==> src/rtl/wdt_keyed_pkg.sv <==
package wdt_keyed_pkg;

   typedef struct packed {
      logic       rst_link;   // 1: overflow requests reset, 0: nmi
      logic       idle_run;   // count during idle power state
      logic [2:0] sel;        // period select
      logic       en;         // run enable
   } wdt_mode_t;

   localparam int MODE_W = $bits(wdt_mode_t);

   localparam wdt_mode_t MODE_RST = '{rst_link: 1'b1, idle_run: 1'b0,
                                      sel: 3'd0, en: 1'b1};

   typedef enum logic {
      WA_MODE = 1'b0,
      WA_KEY  = 1'b1
   } wdt_addr_e;

endpackage

==> src/rtl/wdt_regs.sv <==
module wdt_regs
   import wdt_keyed_pkg::*;
#(
   parameter logic [7:0] KEY_CLR = 8'h4E,
   parameter logic [7:0] KEY_OFF = 8'hB1
) (
   input  logic      clk,
   input  logic      rst_n,
   input  logic      wr_en,
   input  logic      wr_addr,
   input  logic [7:0] wr_data,
   output wdt_mode_t mode_q,
   output logic      run_q,
   output logic      cnt_clr
);

   logic mode_wr;
   logic key_wr;
   logic key_clr_hit;
   logic key_off_hit;

   always_comb begin
      mode_wr     = wr_en && (wr_addr == WA_MODE);
      key_wr      = wr_en && (wr_addr == WA_KEY);
      key_clr_hit = key_wr && (wr_data == KEY_CLR);
      key_off_hit = key_wr && (wr_data == KEY_OFF);
      cnt_clr     = key_clr_hit || key_off_hit;
   end

   always_ff @(posedge clk or negedge rst_n) begin
      if (!rst_n) begin
         mode_q <= MODE_RST;
      end else if (mode_wr) begin
         mode_q <= wdt_mode_t'(wr_data[MODE_W-1:0]);
      end
   end

   // halt needs both the enable bit low and the off key
   always_ff @(posedge clk or negedge rst_n) begin
      if (!rst_n) begin
         run_q <= 1'b1;
      end else if (mode_wr && wr_data[0]) begin
         run_q <= 1'b1;
      end else if (key_off_hit && !mode_q.en) begin
         run_q <= 1'b0;
      end
   end

   logic unused_hi;
   assign unused_hi = ^wr_data[7:MODE_W];

endmodule

==> src/rtl/wdt_counter.sv <==
module wdt_counter #(
   parameter int BASE_TAP = 15,
   parameter int STEPS    = 8,
   localparam int SEL_W   = $clog2(STEPS),
   localparam int CW      = BASE_TAP + 2 * (STEPS - 1)
) (
   input  logic             clk,
   input  logic             rst_n,
   input  logic             active,
   input  logic             clr,
   input  logic [SEL_W-1:0] sel,
   output logic             ovf
);

   logic [CW-1:0]    cnt_q;
   logic [STEPS-1:0] tap_hit;

   // one tap per period step: all low bits of that step set
   for (genvar gi = 0; gi < STEPS; gi++) begin : g_tap
      localparam int T = BASE_TAP + 2 * gi;
      assign tap_hit[gi] = &cnt_q[T-1:0];
   end

   logic at_limit;
   assign at_limit = tap_hit[sel];
   assign ovf      = active && !clr && at_limit;

   always_ff @(posedge clk or negedge rst_n) begin
      if (!rst_n) begin
         cnt_q <= '0;
      end else if (clr) begin
         cnt_q <= '0;
      end else if (active) begin
         if (at_limit) cnt_q <= '0;
         else          cnt_q <= cnt_q + 1'b1;
      end
   end

endmodule

==> src/rtl/wdt_fire.sv <==
module wdt_fire (
   input  logic clk,
   input  logic rst_n,
   input  logic ovf,
   input  logic rst_link,
   output logic nmi_q,
   output logic rst_q
);

   always_ff @(posedge clk or negedge rst_n) begin
      if (!rst_n) begin
         nmi_q <= 1'b0;
         rst_q <= 1'b0;
      end else begin
         nmi_q <= ovf && !rst_link;
         rst_q <= ovf && rst_link;
      end
   end

endmodule

==> src/rtl/wdt_keyed.sv <==
module wdt_keyed
   import wdt_keyed_pkg::*;
#(
   parameter int         BASE_TAP = 15,
   parameter logic [7:0] KEY_CLR  = 8'h4E,
   parameter logic [7:0] KEY_OFF  = 8'hB1
) (
   input  logic       clk,
   input  logic       rst_n,
   input  logic       wr_en,
   input  logic       wr_addr,
   input  logic [7:0] wr_data,
   input  logic       idle_i,
   input  logic       stop_i,
   output logic [7:0] mode_rd,
   output logic       nmi_req,
   output logic       rst_req
);

   localparam int STEPS = 8;

   if (BASE_TAP < 1) begin : g_bad_tap
      $error("wdt_keyed: BASE_TAP must be at least 1");
   end
   if (KEY_CLR == KEY_OFF) begin : g_bad_keys
      $error("wdt_keyed: the two key values must differ");
   end

   wdt_mode_t mode_q;
   logic      run_q;
   logic      cnt_clr;
   logic      active;
   logic      ovf;

   wdt_regs #(
      .KEY_CLR (KEY_CLR),
      .KEY_OFF (KEY_OFF)
   ) u_regs (
      .clk     (clk),
      .rst_n   (rst_n),
      .wr_en   (wr_en),
      .wr_addr (wr_addr),
      .wr_data (wr_data),
      .mode_q  (mode_q),
      .run_q   (run_q),
      .cnt_clr (cnt_clr)
   );

   assign active = run_q && !stop_i && (!idle_i || mode_q.idle_run);

   wdt_counter #(
      .BASE_TAP (BASE_TAP),
      .STEPS    (STEPS)
   ) u_cnt (
      .clk    (clk),
      .rst_n  (rst_n),
      .active (active),
      .clr    (cnt_clr),
      .sel    (mode_q.sel),
      .ovf    (ovf)
   );

   wdt_fire u_fire (
      .clk      (clk),
      .rst_n    (rst_n),
      .ovf      (ovf),
      .rst_link (mode_q.rst_link),
      .nmi_q    (nmi_req),
      .rst_q    (rst_req)
   );

   assign mode_rd = {{(8 - MODE_W){1'b0}}, mode_q};

endmodule

==> config.mk <==
export PLATFORM = sky130hd
export DESIGN_NAME = wdt_keyed
export DESIGN_NICKNAME = d
export VERILOG_FILES = /design/src/rtl/wdt_keyed_pkg.sv /design/src/rtl/wdt_regs.sv /design/src/rtl/wdt_counter.sv /design/src/rtl/wdt_fire.sv /design/src/rtl/wdt_keyed.sv
export SDC_FILE = /design/constraint.sdc
export NUM_CORES = 1
export LEC_CHECK = 0
export ABC_AREA = 1
export BUFFER_PORTS_ARGS = -buffer_cell sky130_fd_sc_hd__buf_4
export CAP_MARGIN = 20
export CORE_UTILIZATION = 64
export CTS_CLUSTER_SIZE = 16
export DETAILED_ROUTE_END_ITERATION = 8
export PLACE_DENSITY_LB_ADDON = 0.05
export SYNTH_ARGS = -nofsm -noshare
export SYNTH_HDL_FRONTEND = slang
export SYNTH_SLANG_ARGS = --single-unit
==> constraint.sdc <==
create_clock -name clk -period 2.95 [get_ports clk]
set_input_delay 0.7375 -clock clk [delete_from_list [all_inputs] [get_ports clk]]
set_output_delay 0.7375 -clock clk [all_outputs]
set_load 0.005 [all_outputs]
==> flow_metrics.env <==
export IMPL_insertion_delay_ps=310
export IMPL_grt_overflow=0
export IMPL_crit_fanout=30
export IMPL_p_per_area_nw_per_um2=551
export IMPL_ys_seq_elements=38
export IMPL_yosys_area_top_type="dfrtp_1"
export IMPL_grt_use_total=0.322
export IMPL_antenna_found_initial=0
export IMPL_grt_pass1_wl_um=10700
export IMPL_path_clk_slew_ps=80
export IMPL_ir_worst_vdd_mv=0.385
export IMPL_p_total_w=0.00162
export IMPL_drc_errors=0
export IMPL_ys_warn_count=0
export IMPL_cp_start_kind="flop"
export IMPL_hold_path_class="in -> async"
export IMPL_clock_skew_ps=13.8
export IMPL_hpwl_um=4740
export IMPL_setup_viol=0
export IMPL_fin_util=0.730
export IMPL_drtAntennaViolNets=0
export IMPL_avgSynthCellArea_um2=6.58
export IMPL_synth_flop_cell="dfrtp_1"
export IMPL_min_period_ps=2390
export IMPL_synth_edf_count=0
export IMPL_fin_crit_sh=0.809
export IMPL_worstSetupPathType="reg -> reg"
export IMPL_cp_num_buf_inv=1
export IMPL_p_leak_nw=1.38
export IMPL_avgViaCountPerCell=5.46
export IMPL_grt_max_degree=39
export IMPL_drive_gt1_frac=0.104
export IMPL_wl_per_cell_um=13.6
export IMPL_cts_max_level=2
export IMPL_synth_distinct_cells=26
export IMPL_grt_pass1_vias=2438
export IMPL_cts_max_path_buffers=2
export IMPL_ys_top_cells_by_area="dfrtp_1 (32%), nand2_1 (15%), nor2_1 (11%), nand3_1 (8.9%), o21bai_1 (8.1%)"
export IMPL_hold_viol=0
export IMPL_synth_common_cells="nand2_1 (109), nor2_1 (77), inv_1 (57)"
export IMPL_ios=24
export IMPL_yosys_cell_count_top_type="nand2_1"
export IMPL_holdBufCountCts=0
export IMPL_design_area_um2=2940
export IMPL_rows=23
export IMPL_initial_core_util=0.671
export IMPL_path_delay_family="simple AND/OR/NAND/NOR gates"
export IMPL_synth_top_area_frac=0.324
export IMPL_place_area_um2=2860
export IMPL_num_vias=2626
export IMPL_post_cts_buffers=0
export IMPL_clock_sinks=38
export IMPL_diodes=0
export IMPL_fmax_mhz=419
export IMPL_timing_slew_headroom=0.563
export IMPL_end_kind="flop"
export IMPL_die_h_um=67.0
export IMPL_arrival_ps=2540
export IMPL_rsz0062_at_grt="false"
export IMPL_status="completed"
export IMPL_n_fill_cell=359
export IMPL_slowest_delay_ps=490
export IMPL_core_area_um2=4030
export IMPL_dr_pass1_iters=8
export IMPL_r2r_start="u_cnt.cnt_q[1]$_DFFE_PN0P_"
export IMPL_numPortBuffers=21
export IMPL_die_area_um2=4490
export IMPL_die_w_um=67.0
export IMPL_rrSetupSlack_ps=560
export IMPL_cp_required_ps=3110
export IMPL_async_reset_ff_frac=1.00
export IMPL_crit_chain="ha_1 -> nand3_4 -> nor2_8 -> nand3_4 -> inv_1 -> ha_1 -> a21oi_1 -> a21oi_1 -> nand2_1 -> nand2_2 -> o21bai_1"
export IMPL_tns_ps=0
export IMPL_report_final_slew_viol_count=0
export IMPL_synthToLayoutAreaGrowth_pct=8.75
export IMPL_tightest_slew_ps=653
export IMPL_hold_slack_ps=387
export IMPL_cts_tree="done"
export IMPL_synth_seq_area_share=0.353
export IMPL_routed_wirelength_um=6550
export IMPL_drtIter0Drc=156
export IMPL_fin_nets=446
export IMPL_cp_slowest_cell="nand2_2"
export IMPL_netlist_area_um2=2700
export IMPL_place_gp_congestion=0.857
export IMPL_numCtsBuffers=5
export IMPL_crit_path_start="u_cnt.cnt_q[1]$_DFFE_PN0P_"
export IMPL_netlist_instances=411
export IMPL_drv_cap=0
export IMPL_cts_resized_gates=0
export IMPL_cts_root_buf="clkbuf_8"
-- registers in the layout, indices dropped and copies added (netlist names) --
| name | cells |
|---|---|
| u_cnt.cnt_q | 29 |
| u_fire.nmi_q | 1 |
| u_fire.rst_q | 1 |
| u_regs.mode_q | 6 |
| u_regs.run_q | 1 |
-- cells by family (layout without fill, tap and decap cells) --
family / count (synthesis) / count (layout) / share of synthesized area
AOI/OAI and AO/OA: 47 / 47 / 0.114
xor gates and xnor gates: 2 / 2 / 0.00648
other: 1 / 2 / 0.00139
and+or+nand+nor: 252 / 252 / 0.406
DFF: 38 / 38 / 0.353
adders and majority gates: 2 / 2 / 0.00926
buffers and inverters: 69 / 88 / 0.110
-- worst register-to-register path, delay by kind of cell, from the launching register on --
kind            cells  cell delay (ps)
simple gates        5              980
fa+ha+maj           2              400
flops               1              380
compound gates      3              370
buf+inv             1              120
-- path summary, 6_finish.rpt --
check,to,cells after the start
worst min register to register,u_regs.mode_q[0]$_DFFE_PN1P_,2
min in group clk,u_regs.mode_q[0]$_DFFE_PN1P_,2
worst max-delay path,u_cnt.cnt_q[24]$_DFFE_PN0P_,11
max in group asynchronous,u_regs.run_q$_DFFE_PN1P_,1
worst max register to register,u_cnt.cnt_q[24]$_DFFE_PN0P_,11
worst min-delay path,u_cnt.cnt_q[15]$_DFFE_PN0P_,1
-- layer usage --
layer / routed length (µm) / GRT usage / vias to the layer above
met4: 74 / 0.106 / 0
met5: 0 / 0 / -
met2: 3230 / 0.540 / 91
met3: 370 / 0.0856 / 8
met1: 2880 / 0.396 / 1213
li1: - / - / 1314
-- metrics by stage --
step	setup WS, ps	instances
6_report	564	481
4_1_cts	583	481
3_3_place_gp	725	473
2_1_floorplan	1130	412
5_1_grt	399	481
3_5_place_dp	583	473
-- final cells by class --
| class | count | area [µm²] | share of cell area |
|---|---|---|---|
| well taps | 50 | 62.6 | 0.0213 |
| clock buffers | 8 | 80.1 | 0.0272 |
| flip-flops and latches | 38 | 955 | 0.325 |
| inverters | 57 | 214 | 0.0728 |
| multi-input cells | 305 | 1460 | 0.495 |
| repair buffers | 23 | 173 | 0.0587 |
-- power by group --
part | switching (W) | internal, W | leakage (nW)
logic | 0.000265 | 0.000188 | 0.857
clock network | 0.000191 | 0.000168 | 0.0395
registers | 0.000162 | 0.000646 | 0.488
total | 0.000618 | 0.00100 | 1.38
-- placed cells by master (no fill, tap or decap), types with 3 or more instances in the layout --
cell      count
clkbuf_8      5
clkbuf_1      3
o21bai_1     29
nor2_2        7
o21ai_0      14
nor2_1       77
a21oi_1       3
nand2_1     109
nand3_1      48
dfstp_2       3
inv_1        57
dfrtp_1      35
buf_4        23
Power figures use the tool's default switching activity.
